`src/rtl/tagstore_exec.sv`:
```
module tagstore_exec #(
  parameter int XLEN      = 64,
  parameter int GRAN_LOG2 = 4,
  parameter int TAG_W     = 4,
  parameter int TAG_LSB   = 56,
  parameter int IMM_W     = 9,
  parameter int RIDX_W    = 5
) (
  input  logic              clk,
  input  logic              rst_n,
  input  logic              in_valid,
  input  logic [31:0]       insn,
  input  logic              feat_en,
  output logic [RIDX_W-1:0] rf_base_idx,
  output logic [RIDX_W-1:0] rf_src_idx,
  input  logic [XLEN-1:0]   base_rdata,
  input  logic [XLEN-1:0]   src_rdata,
  input  logic [XLEN-1:0]   sp_val,
  output logic              out_valid,
  output logic              tag_wr_vld,
  output logic [XLEN-1:0]   tag_wr_addr,
  output logic [TAG_W-1:0]  tag_wr_tag,
  output logic              wb_vld,
  output logic              sp_wb_vld,
  output logic [RIDX_W-1:0] wb_idx,
  output logic [XLEN-1:0]   wb_data,
  output logic              undef_flag,
  output logic              align_flag
);
  localparam logic [RIDX_W-1:0] SP_IDX = '1;
  localparam logic [1:0] FORM_POST = 2'b01;
  localparam logic [1:0] FORM_OFFS = 2'b10;
  localparam logic [1:0] FORM_PRE  = 2'b11;

  logic [1:0]       form;
  logic             op_hit, ours;
  logic             base_sp, src_sp, sp_bad;
  logic [IMM_W-1:0] imm;
  logic [XLEN-1:0]  offset, base, src, sum, eff;
  logic             go, do_wb;

  assign op_hit  = (insn[31:24] == 8'hD9) && (insn[23:22] == 2'b00) && insn[21];
  assign form    = insn[11:10];
  assign ours    = in_valid && op_hit && (form != 2'b00);

  assign rf_base_idx = insn[9:5];
  assign rf_src_idx  = insn[4:0];
  assign base_sp     = (rf_base_idx == SP_IDX);
  assign src_sp      = (rf_src_idx == SP_IDX);

  assign imm    = insn[20:12];
  assign offset = {{(XLEN-IMM_W){imm[IMM_W-1]}}, imm} << GRAN_LOG2;

  assign base   = base_sp ? sp_val : base_rdata;
  assign src    = src_sp ? sp_val : src_rdata;
  assign sp_bad = base_sp && (sp_val[GRAN_LOG2-1:0] != '0);

  assign sum    = base + offset;
  assign eff    = (form == FORM_POST) ? base : sum;

  assign go     = ours && feat_en && !sp_bad;
  assign do_wb  = go && (form == FORM_POST || form == FORM_PRE);

  always_ff @(posedge clk) begin
    if (!rst_n) begin
      out_valid   <= 1'b0;
      tag_wr_vld  <= 1'b0;
      wb_vld      <= 1'b0;
      sp_wb_vld   <= 1'b0;
      undef_flag  <= 1'b0;
      align_flag  <= 1'b0;
      tag_wr_addr <= '0;
      tag_wr_tag  <= '0;
      wb_idx      <= '0;
      wb_data     <= '0;
    end else begin
      out_valid   <= in_valid;
      tag_wr_vld  <= go;
      wb_vld      <= do_wb && !base_sp;
      sp_wb_vld   <= do_wb && base_sp;
      undef_flag  <= ours && !feat_en;
      align_flag  <= ours && feat_en && sp_bad;
      tag_wr_addr <= {eff[XLEN-1:GRAN_LOG2], {GRAN_LOG2{1'b0}}};
      tag_wr_tag  <= src[TAG_LSB +: TAG_W];
      wb_idx      <= rf_base_idx;
      wb_data     <= sum;
    end
  end

  logic unused_form_offs;
  assign unused_form_offs = (form == FORM_OFFS);
endmodule


```
`config.mk`:
```
export PLATFORM = sky130hd
export DESIGN_NAME = tagstore_exec
export DESIGN_NICKNAME = d
export VERILOG_FILES = /design/src/rtl/tagstore_exec.sv
export SDC_FILE = /design/constraint.sdc
export NUM_CORES = 1
export LEC_CHECK = 0
export ABC_AREA = 1
export BUFFER_PORTS_ARGS = -buffer_cell sky130_fd_sc_hd__buf_4
export CORE_MARGIN = 3
export CORE_UTILIZATION = 40
export CTS_CLUSTER_DIAMETER = 40
export DETAILED_ROUTE_END_ITERATION = 12
export GPL_TIMING_DRIVEN = 1
export PLACE_DENSITY = 0.68
export SETUP_SLACK_MARGIN = 0.5
export SLEW_MARGIN = 30
export SYNTH_ARGS = -nofsm -noshare
export SYNTH_HDL_FRONTEND = slang
export SYNTH_SLANG_ARGS = --single-unit
```
`constraint.sdc`:
```
create_clock -name clk -period 3.2 [get_ports clk]
set_clock_uncertainty 0.05 [all_clocks]
set_input_delay 0.16 -clock clk [delete_from_list [all_inputs] [get_ports clk]]
set_output_delay 0.16 -clock clk [all_outputs]
set_load 0.02 [all_outputs]
```
==> impl_metrics.yaml <==
cells_and_area:
  mostFrequentLayoutCells: "724 x nand2_1, 387 x inv_1, 367 x buf_4"
  layout_commonest_cell: "nand2_1"
  area_growth_pct: 39.36
  nNetsFinal: 2563
  fillers: 2657
  drive_above_1_share_pct: 23.40
yosys:
  synth_ff_type: "dfxtp_1"
  yosysUniqueCellTypes: 36
  synth_area_per_cell_um2: 5.700
  syn_inst: 1900
  synth_edf_count: 0
  async_flop_share_pct: 0
  ys_ff_latch: 139
  seq_area_frac_synth_pct: 25.69
  synth_area_um2: 10830
  yosys_warnings: 0
grt:
  grt_overflow: 0
  grt_usage_pct: 27.69
  grt_pass1_wl_mm: 62.94
  first_global_vias: 11680
  grt_max_degree: 61
  antenna_found_initial: 0
routing:
  totalWireLength_mm: 41.98
  drc: 0
  drtIter0Drc: 834
  via_per_inst: 4.777
  via_count: 12510
  first_pass_iters: 5
  wire_per_inst_um: 16.04
  ant_nets: 0
clock_network:
  clk_pin_slew_ns: 0.07
  clock-sinks: 139
  clock-root-buffer: "clkbuf_16"
  cts_tree: "done"
  htree_num_levels: 4
  cts_buffer_depth: 2
  numCtsBuffers: 17
sta:
  timing.final.crit_period_ns: 2.581
  final-hold-violation-count: 0
  setup_tns_ns: 0
  slew_viol_final: 0
  worst_slew_pin_slew_ns: 0.9103
  hold_ws_ns: 0.008387
  max_slew_margin_pct: 39.32
  rsz0062_at_grt: "true"
  fin_crit_sh_pct: 80.67
  setup_viol: 0
  fmax_ghz: 0.3874
pwr:
  power.switching_mw: 2.567
  ir_worst_vdd_mv: 0.2864
  power_frac_seq_pct: 30.6
  p_int_mw: 3.966
  swShare_pct: 39.29
  cellPowerDensity_nw_per_um2: 432.8
  pwr-share-comb_pct: 39.0
  p_leak_nw: 8.976
  pwr-share-clk_pct: 30.3
critical_path:
  crit_path_end_kind: "flip-flop"
  crit_start: "insn[5]"
  crit_fanout: 12
  path_class: "in2reg"
  crit_arrival_ns: 2.87
  crit_path_start_kind: "primary input"
  required_ns: 3.49
floorplan:
  start_util_pct: 41.10
  die_area_um2: 29090
  rows: 59
  boundaryPins: 381
  die_w_um: 170.5
  die_h_um: 170.5
  core_um2: 26350
worst_hold_path:
  whs_endpoint: "wb_data[0]$_SDFF_PN0_"
  min-delay-start: "sp_val[0]"
  holdPathStages: 3
  hold_class: "in2reg"
placement:
  io_buffers: 316
  routabilityCongestion: 0.9444
  dp_hpwl_mm: 33.64
job:
  maxCapViolations: 0
outcome:
  outcome: "completed"
cells by family after synthesis:
logic type | synth area share [%]
AO/OA/AOI/OAI | 7.833
XOR/XNOR | 2.103
adder cells (fa/ha/maj) | 7.694
buffers and inverters | 16.38
flip-flops | 25.69
other | 0.03462
AND/OR/NAND/NOR | 40.26
per-layer routing:
metal | share of wire, % | up-vias | GRT usage, %
met5 | 0 | - | 0
met4 | 1.2 | 0 | 5.009
met3 | 5.9 | 29 | 4.159
met2 | 47 | 403 | 47.63
met1 | 46 | 5629 | 37.23
li1 | - | 6446 | -
area by class of cell:
type | instances | area [µm²] | share of cell area (%)
clock inverters | 15 | 130.1 | 0.8621
clock buffers | 17 | 425.4 | 2.819
multi-input cells | 1308 | 6659 | 44.12
inverters | 403 | 1513 | 10.02
well taps | 335 | 419.2 | 2.777
repair buffers | 400 | 3162 | 20.95
diodes | 1 | 2.502 | 0.01658
flip-flops and latches | 139 | 2783 | 18.44
stage by stage:
stage	total power, mW	setup slack [ns]	cell area (µm²)	std cells	utilization, %
global placement	4.430	0.08572	13820	2553	52.46
finish	6.533	0.6186	15090	2618	57.27
floorplan	3.447	0.5995	10840	1903	-
global route	6.890	0.4344	15090	2617	57.26
detailed placement	4.451	0.06375	13820	2553	52.46
CTS	6.446	0.5155	14630	2610	55.51
cell usage after synthesis (12+ instances only):
cell	count	area, µm²
nor2_1	116	435.4
buf_4	15	112.6
nor2_2	20	125.1
o211ai_1	17	127.6
nand2_1	746	2800
inv_1	388	1456
ha_1	65	813.3
a21oi_1	79	395.4
clkbuf_1	30	112.6
dfxtp_1	139	2783
nand3_1	119	595.6
xnor2_1	15	131.4
o21ai_0	42	210.2
o21bai_1	12	90.09
inv_2	14	52.55
nor3_1	12	60.06
power by group through the flow:
stage | sequential [mW] | combinational, mW | clock (mW)
floorplan | 2.30 | 1.15 | 0
global placement | 2.04 | 2.39 | 0
detailed placement | 2.04 | 2.41 | 0
CTS | 2.00 | 2.45 | 2.00
global route | 2.02 | 2.80 | 2.07
finish | 2.00 | 2.55 | 1.98
worst max path at each step:
stage | to | cells past startpoint
after CTS | tag_wr_addr[34]$_SDFF_PN0_ | 21
after detailed placement | tag_wr_addr[34]$_SDFF_PN0_ | 21
after global routing | tag_wr_addr[44]$_SDFF_PN0_ | 22
after global placement | tag_wr_addr[34]$_SDFF_PN0_ | 21
final | tag_wr_addr[44]$_SDFF_PN0_ | 22
after floorplan | tag_wr_addr[36]$_SDFF_PN0_ | 20
flip-flops by register name, summed over array words and instances, names as in the netlist:
register	flops
align_flag	1
sp_wb_vld	1
tag_wr_tag	4
undef_flag	1
tag_wr_addr	60
wb_vld	1
tag_wr_vld	1
wb_data	64
out_valid	1
wb_idx	5
worst max-delay path: stages:
cell     delay [ns]
buf_4          0.09
nand3_1        0.11
nor2_4         0.20
buf_12         0.17
nand2_1        0.06
nand2_1        0.12
ha_4           0.20
inv_1          0.06
fa_1           0.39
inv_1          0.09
nand3_1        0.09
nand2_2        0.12
nand2_1        0.06
nand2_1        0.12
nand3_1        0.09
nand3_1        0.08
buf_4          0.16
nand2_1        0.11
nand3_1        0.12
nand3_1        0.09
nand3_1        0.13
inv_1          0.04
timing repair:
action                                 CTS  global route
setup endpoints to repair                0            73
buffers inserted                         0             6
endpoints found under the hold margin   18             0
gates resized for setup                  0            92
hold buffers                            25             0
(Power assumes the default switching activity.)
